**src/rtl/dec_scale_pkg.sv**
```systemverilog
`timescale 1ns/1ps
package dec_scale_pkg;
  typedef enum logic {ST_IDLE = 1'b0, ST_RUN = 1'b1} state_e;
endpackage

```
**src/rtl/dec_pos_check.sv**
```systemverilog
`timescale 1ns/1ps
module dec_pos_check #(
  parameter int POS_W   = 4,
  parameter int MIN_POS = -4,
  parameter int MAX_POS = 2,
  parameter int CNT_W   = 3
) (
  input  logic signed [POS_W-1:0] pos_i,
  output logic                    err_o,
  output logic                    mul_o,
  output logic [CNT_W-1:0]        steps_o
);
  localparam int MAX_MAG = (-MIN_POS > MAX_POS) ? -MIN_POS : MAX_POS;

  logic signed [POS_W:0] pos_ext;
  logic signed [POS_W:0] pos_neg;

  always_comb begin
    pos_ext = {pos_i[POS_W-1], pos_i};
    pos_neg = -pos_ext;
    err_o   = 1'b0;
    mul_o   = 1'b0;
    steps_o = '0;
    if ((int'(pos_i) < MIN_POS) || (int'(pos_i) > MAX_POS)) begin
      err_o = 1'b1;
    end else if (pos_i < 0) begin
      steps_o = pos_neg[CNT_W-1:0];
    end else begin
      mul_o   = 1'b1;
      steps_o = pos_ext[CNT_W-1:0];
    end
  end

  // an illegal position never schedules a scaling step
  always_comb begin
    if (err_o) a_r4_fallback_zero: assert (steps_o == '0);
    a_r2_steps_bound: assert (int'(steps_o) <= MAX_MAG);
  end
endmodule

```
**src/rtl/dec_step.sv**
```systemverilog
`timescale 1ns/1ps
module dec_step #(
  parameter int ACC_W = 40
) (
  input  logic [ACC_W-1:0] acc_i,
  input  logic             mul_i,
  output logic [ACC_W-1:0] acc_o
);
  always_comb begin
    if (mul_i) acc_o = (acc_i << 3) + (acc_i << 1);  // x*10 by shift-and-add
    else       acc_o = acc_i / ACC_W'(10);           // one truncating decade
  end

  // a divide step never grows the value
  always_comb begin
    if (!mul_i) a_r2_div_shrinks: assert (acc_o <= acc_i);
  end
endmodule

```
**src/rtl/dec_sat.sv**
```systemverilog
`timescale 1ns/1ps
module dec_sat #(
  parameter int ACC_W = 40,
  parameter int OUT_W = 16
) (
  input  logic [ACC_W-1:0] acc_i,
  output logic [OUT_W-1:0] res_o,
  output logic             ovf_o
);
  always_comb begin
    ovf_o = |acc_i[ACC_W-1:OUT_W];
    res_o = ovf_o ? {OUT_W{1'b1}} : acc_i[OUT_W-1:0];
  end
endmodule

```
**src/rtl/dec_scale.sv**
```systemverilog
`timescale 1ns/1ps
module dec_scale
  import dec_scale_pkg::*;
#(
  parameter int IN_W    = 32,
  parameter int OUT_W   = 16,
  parameter int POS_W   = 4,
  parameter int MIN_POS = -4,
  parameter int MAX_POS = 2
) (
  input  logic                    clk_i,
  input  logic                    rst_ni,
  input  logic                    start_i,
  input  logic [IN_W-1:0]         value_i,
  input  logic signed [POS_W-1:0] pos_i,
  output logic [OUT_W-1:0]        result_o,
  output logic                    valid_o,
  output logic                    err_o,
  output logic                    ovf_o
);
  localparam int MAX_MAG = (-MIN_POS > MAX_POS) ? -MIN_POS : MAX_POS;
  localparam int CNT_W   = $clog2(MAX_MAG + 1);
  localparam int ACC_W   = IN_W + 4 * MAX_POS;  // 10 < 2^4 per multiply step

  state_e           state_q;
  logic [ACC_W-1:0] acc_q, acc_nxt;
  logic [CNT_W-1:0] steps_q, chk_steps;
  logic             mul_q, err_q, chk_err, chk_mul;
  logic [OUT_W-1:0] sat_res;
  logic             sat_ovf;

  dec_pos_check #(.POS_W(POS_W), .MIN_POS(MIN_POS), .MAX_POS(MAX_POS), .CNT_W(CNT_W)) u_chk (
    .pos_i(pos_i), .err_o(chk_err), .mul_o(chk_mul), .steps_o(chk_steps)
  );

  dec_step #(.ACC_W(ACC_W)) u_step (
    .acc_i(acc_q), .mul_i(mul_q), .acc_o(acc_nxt)
  );

  dec_sat #(.ACC_W(ACC_W), .OUT_W(OUT_W)) u_sat (
    .acc_i(acc_q), .res_o(sat_res), .ovf_o(sat_ovf)
  );

  always_ff @(posedge clk_i or negedge rst_ni) begin
    if (!rst_ni) begin
      state_q  <= ST_IDLE;
      acc_q    <= '0;
      steps_q  <= '0;
      mul_q    <= 1'b0;
      err_q    <= 1'b0;
      result_o <= '0;
      valid_o  <= 1'b0;
      err_o    <= 1'b0;
      ovf_o    <= 1'b0;
    end else begin
      valid_o <= 1'b0;
      unique case (state_q)
        ST_IDLE: begin
          if (start_i) begin
            acc_q   <= ACC_W'(value_i);
            steps_q <= chk_steps;
            mul_q   <= chk_mul;
            err_q   <= chk_err;
            state_q <= ST_RUN;
          end
        end
        ST_RUN: begin
          if (steps_q != '0) begin
            acc_q   <= acc_nxt;
            steps_q <= steps_q - 1'b1;
          end else begin
            result_o <= sat_res;
            ovf_o    <= sat_ovf;
            err_o    <= err_q;
            valid_o  <= 1'b1;
            state_q  <= ST_IDLE;
          end
        end
        default: state_q <= ST_IDLE;
      endcase
    end
  end

  a_r6_valid_pulse: assert property (@(posedge clk_i) disable iff (!rst_ni)
    valid_o |=> !valid_o);

  a_r8_hold_idle: assert property (@(posedge clk_i) disable iff (!rst_ni)
    (state_q == ST_IDLE) |=> ($stable(result_o) && $stable(err_o) && $stable(ovf_o)));

  a_r7_no_reload: assert property (@(posedge clk_i) disable iff (!rst_ni)
    (state_q == ST_RUN && steps_q != '0) |=> (steps_q == CNT_W'($past(steps_q) - 1'b1)));

  a_r5_sat_code: assert property (@(posedge clk_i) disable iff (!rst_ni)
    ovf_o |-> (result_o == {OUT_W{1'b1}}));
endmodule

```
**config.mk**
```make
export PLATFORM = sky130hd
export DESIGN_NAME = dec_scale
export DESIGN_NICKNAME = d
export VERILOG_FILES = /design/src/rtl/dec_scale_pkg.sv /design/src/rtl/dec_pos_check.sv /design/src/rtl/dec_step.sv /design/src/rtl/dec_sat.sv /design/src/rtl/dec_scale.sv
export SDC_FILE = /design/constraint.sdc
export NUM_CORES = 1
export LEC_CHECK = 0
export ABC_AREA = 1
export ABC_CLOCK_PERIOD_IN_PS = 19000
export BUFFER_PORTS_ARGS = -buffer_cell sky130_fd_sc_hd__buf_2
export CORE_UTILIZATION = 65
export CTS_BUF_LIST = sky130_fd_sc_hd__clkbuf_8
export DETAILED_ROUTE_END_ITERATION = 8
export HOLD_SLACK_MARGIN = 0.15
export PLACE_DENSITY = 0.85
export RECOVER_POWER = 25
export REMOVE_ABC_BUFFERS = 1
export SLEW_MARGIN = 20
export SYNTH_ARGS = -nofsm -noshare
export SYNTH_HDL_FRONTEND = slang
export SYNTH_HIERARCHICAL = 1
export SYNTH_SLANG_ARGS = --single-unit
```
**constraint.sdc**
```tcl
create_clock -name clk_i -period 19 [get_ports clk_i]
set_input_delay 2.85 -clock clk_i [delete_from_list [all_inputs] [get_ports clk_i]]
set_output_delay 2.85 -clock clk_i [all_outputs]
set_load 0.03 [all_outputs]
```
==> metrics.cfg <==
[placement]
dpl.hpwl_um=14910
gp_congestion=0.9082
port_buffers=57

[layout]
multi_input_area_um2=5997
n_antenna_cell=0
final_common_cell=nand2_1
final_cell_mix=nand2_1 (544), nand3_1 (209), inv_1 (131)
syn_to_final_growth_pct=5.927
drive_above_1_share=0.1881
fillers=1240
nets=1557
regArea_um2=1627

[worst_setup_path]
max_stage_delay_ns=0.46
path_max_fanout=7
end_kind=flip-flop
startpoint_type=flip-flop
critical_path_required_ns=19.30
cp_slowest_cell=dfrtp_1
path_class=flip-flop to flip-flop
cpMostUsedCell=nand2_2
worstPathArrival_ns=13.53
path_delay_family=simple AND/OR/NAND/NOR gates
critPathBufInv=24

[logic_synthesis]
netlist_area_um2=8549
synth-seq-cells=65
ys_types=39
yosysWarnings=6
netlist_instances=1439
synth_edf_count=0
synth_seq_area_share=0.1903
syn_avg_cell_area_um2=5.941
synth_flop_cell=dfrtp_1
synthArstFlopShare=1.000

[clocking]
post_cts_buffers=0
post_cts_resized=0
ctsHoldBuffers=0
clk_pin_slew_ns=0.08
clock_sinks=65
cts_tree=done
htree_num_levels=3
worstSkewPairLatency_ns=0.37
clock_path_buffers=2
cts_root_buf=clkbuf_8
numCtsBuffers=9

[floorplan]
num_rows=41
ioPinCount=58
fp.coreArea_um2=12720
start_util=0.6720
die_w_um=116.7
die_area_um2=13620
dieHeight_um=116.7

[routing]
drcViolationCount=0
wl_per_cell_um=12.39
drt_pass1_iterations=8
route.met2.wl_um=9546
vias=8995
wl_met1_um=9510
drt_wl_total_um=20510
wl_met3_um=1137
drtAntennaViolNets=0
dr.max_layer_used=met4
first_iter_violations=719
detail_route.vias_per_cell=5.435

[global_route]
antenna_found_initial=0
grt_max_degree=66
grt_util_all_layers=0.3125
grt_pass1_wl_um=34510
grt_pass1_vias=8030
grt_overflow=0

[sta]
tightestPinTransition_ns=3.723
final.min_clock_period_ns=13.23
tns_ns=0
timing.final.crit_share=0.6966
rsz0062_at_grt=no
hold_viol=0
max_freq_ghz=0.07556
max_slew_margin=-1.482
skew_ns=0.01112
drv_slew=103
finalSetupViolations=0

[status]
violations=capacitance limit, slew limit
status=complete, but fails checks

[hold_path]
min_path_type=flip-flop to flip-flop

[job]
cap_violations=2

==> metal layers <==
layer  track usage  vias to the layer above
met4       0.07257                        0
met2        0.5483                      253
li1              -                     4687
met1        0.4061                     4030
met3       0.04359                       25
met5             0                        -
==> kinds of logic (layout without fill, tap and decap cells) <==
kind of cell | Yosys count | after routing | share of synthesized area
xor gates and xnor gates | 23 | 23 | 0.02356
muxes | 1 | 1 | 0.001609
AOI/OAI and AO/OA | 134 | 134 | 0.09161
and+or+nand+nor | 962 | 962 | 0.5258
DFF | 65 | 65 | 0.1903
buffers and inverters | 214 | 258 | 0.1077
adders and majority gates | 40 | 40 | 0.05942
==> metrics by stage <==
step | cells | hold slack (ns) | utilization | setup WS [ns] | area [um2]
5_1_grt | 1655 | 0.5151 | 0.7118 | 3.977 | 9056
3_5_place_dp | 1639 | 0.4598 | 0.6948 | 5.994 | 8840
2_1_floorplan | 1406 | 0.4756 | - | 7.474 | 8309
3_3_place_gp | 1639 | 0.4581 | 0.6948 | 6.411 | 8840
6_report | 1655 | 0.4749 | 0.7118 | 5.765 | 9056
4_1_cts | 1655 | 0.4801 | 0.7128 | 5.929 | 9069
==> layout make-up <==
class | count | area share
Multi-Input combinational cell | 1160 | 0.6622
Clock inverter | 6 | 0.01009
Timing Repair Buffer | 61 | 0.03399
Tap cell | 172 | 0.02376
Sequential cell | 65 | 0.1796
Inverter | 181 | 0.07516
Clock buffer | 10 | 0.01520
==> final timing paths <==
path	start	end	slack [ns]	depth (start not counted)
worst max-delay path	acc_q[38]	acc_q[0]	5.77	157
worst min-delay path	result_o[10]	result_o[10]	0.47	2
worst max register to register	acc_q[38]	acc_q[0]	5.77	157
worst min register to register	result_o[10]	result_o[10]	0.47	2
max in group asynchronous	rst_ni	result_o[0]	13.05	2
min in group asynchronous	rst_ni	result_o[7]	3.88	2
==> worst register-to-register path, delay by kind of cell, from the launching register on <==
kind	cells	cell delay [ns]
buffers and inverters	24	1.67
AND/OR/NAND/NOR	127	10.11
AO/OA/AOI/OAI	6	0.96
flip-flops	1	0.46
==> sequential cells by signal (all words and copies together) (netlist names) <==
name and cells:
valid_o 1, steps_q 3, state_q 1, ovf_o 1
err_o 1, acc_q 40, result_o 16, err_q 1
mul_q 1
==> synth_stat cells (4+ instances only) <==
| cell type | instances | area [um2] |
|---|---|---|
| inv_1 | 129 | 484.2 |
| o21ai_2 | 11 | 96.34 |
| a21o_1 | 4 | 30.03 |
| buf_4 | 6 | 45.04 |
| o21ai_0 | 49 | 245.2 |
| buf_2 | 9 | 45.04 |
| ha_1 | 39 | 488.0 |
| nand3_1 | 208 | 1041 |
| nand2_2 | 96 | 600.6 |
| clkbuf_1 | 7 | 26.28 |
| dfrtp_1 | 65 | 1627 |
| buf_6 | 11 | 123.9 |
| o21bai_1 | 6 | 45.04 |
| o31ai_1 | 5 | 37.54 |
| nand3b_1 | 5 | 37.54 |
| inv_2 | 49 | 183.9 |
| xor2_1 | 9 | 78.83 |
| xnor2_1 | 14 | 122.6 |
| o21ai_1 | 7 | 35.03 |
| nand2_4 | 22 | 247.7 |
| nor2_1 | 35 | 131.4 |
| nand3_2 | 19 | 190.2 |
| nor2_2 | 5 | 31.28 |
| nand2_1 | 544 | 2042 |
| nand4_1 | 26 | 162.7 |
| a21oi_1 | 40 | 200.2 |
Power is not shown: default switching activity piles up to over one toggle a cycle in this logic, so the estimate is an artifact.
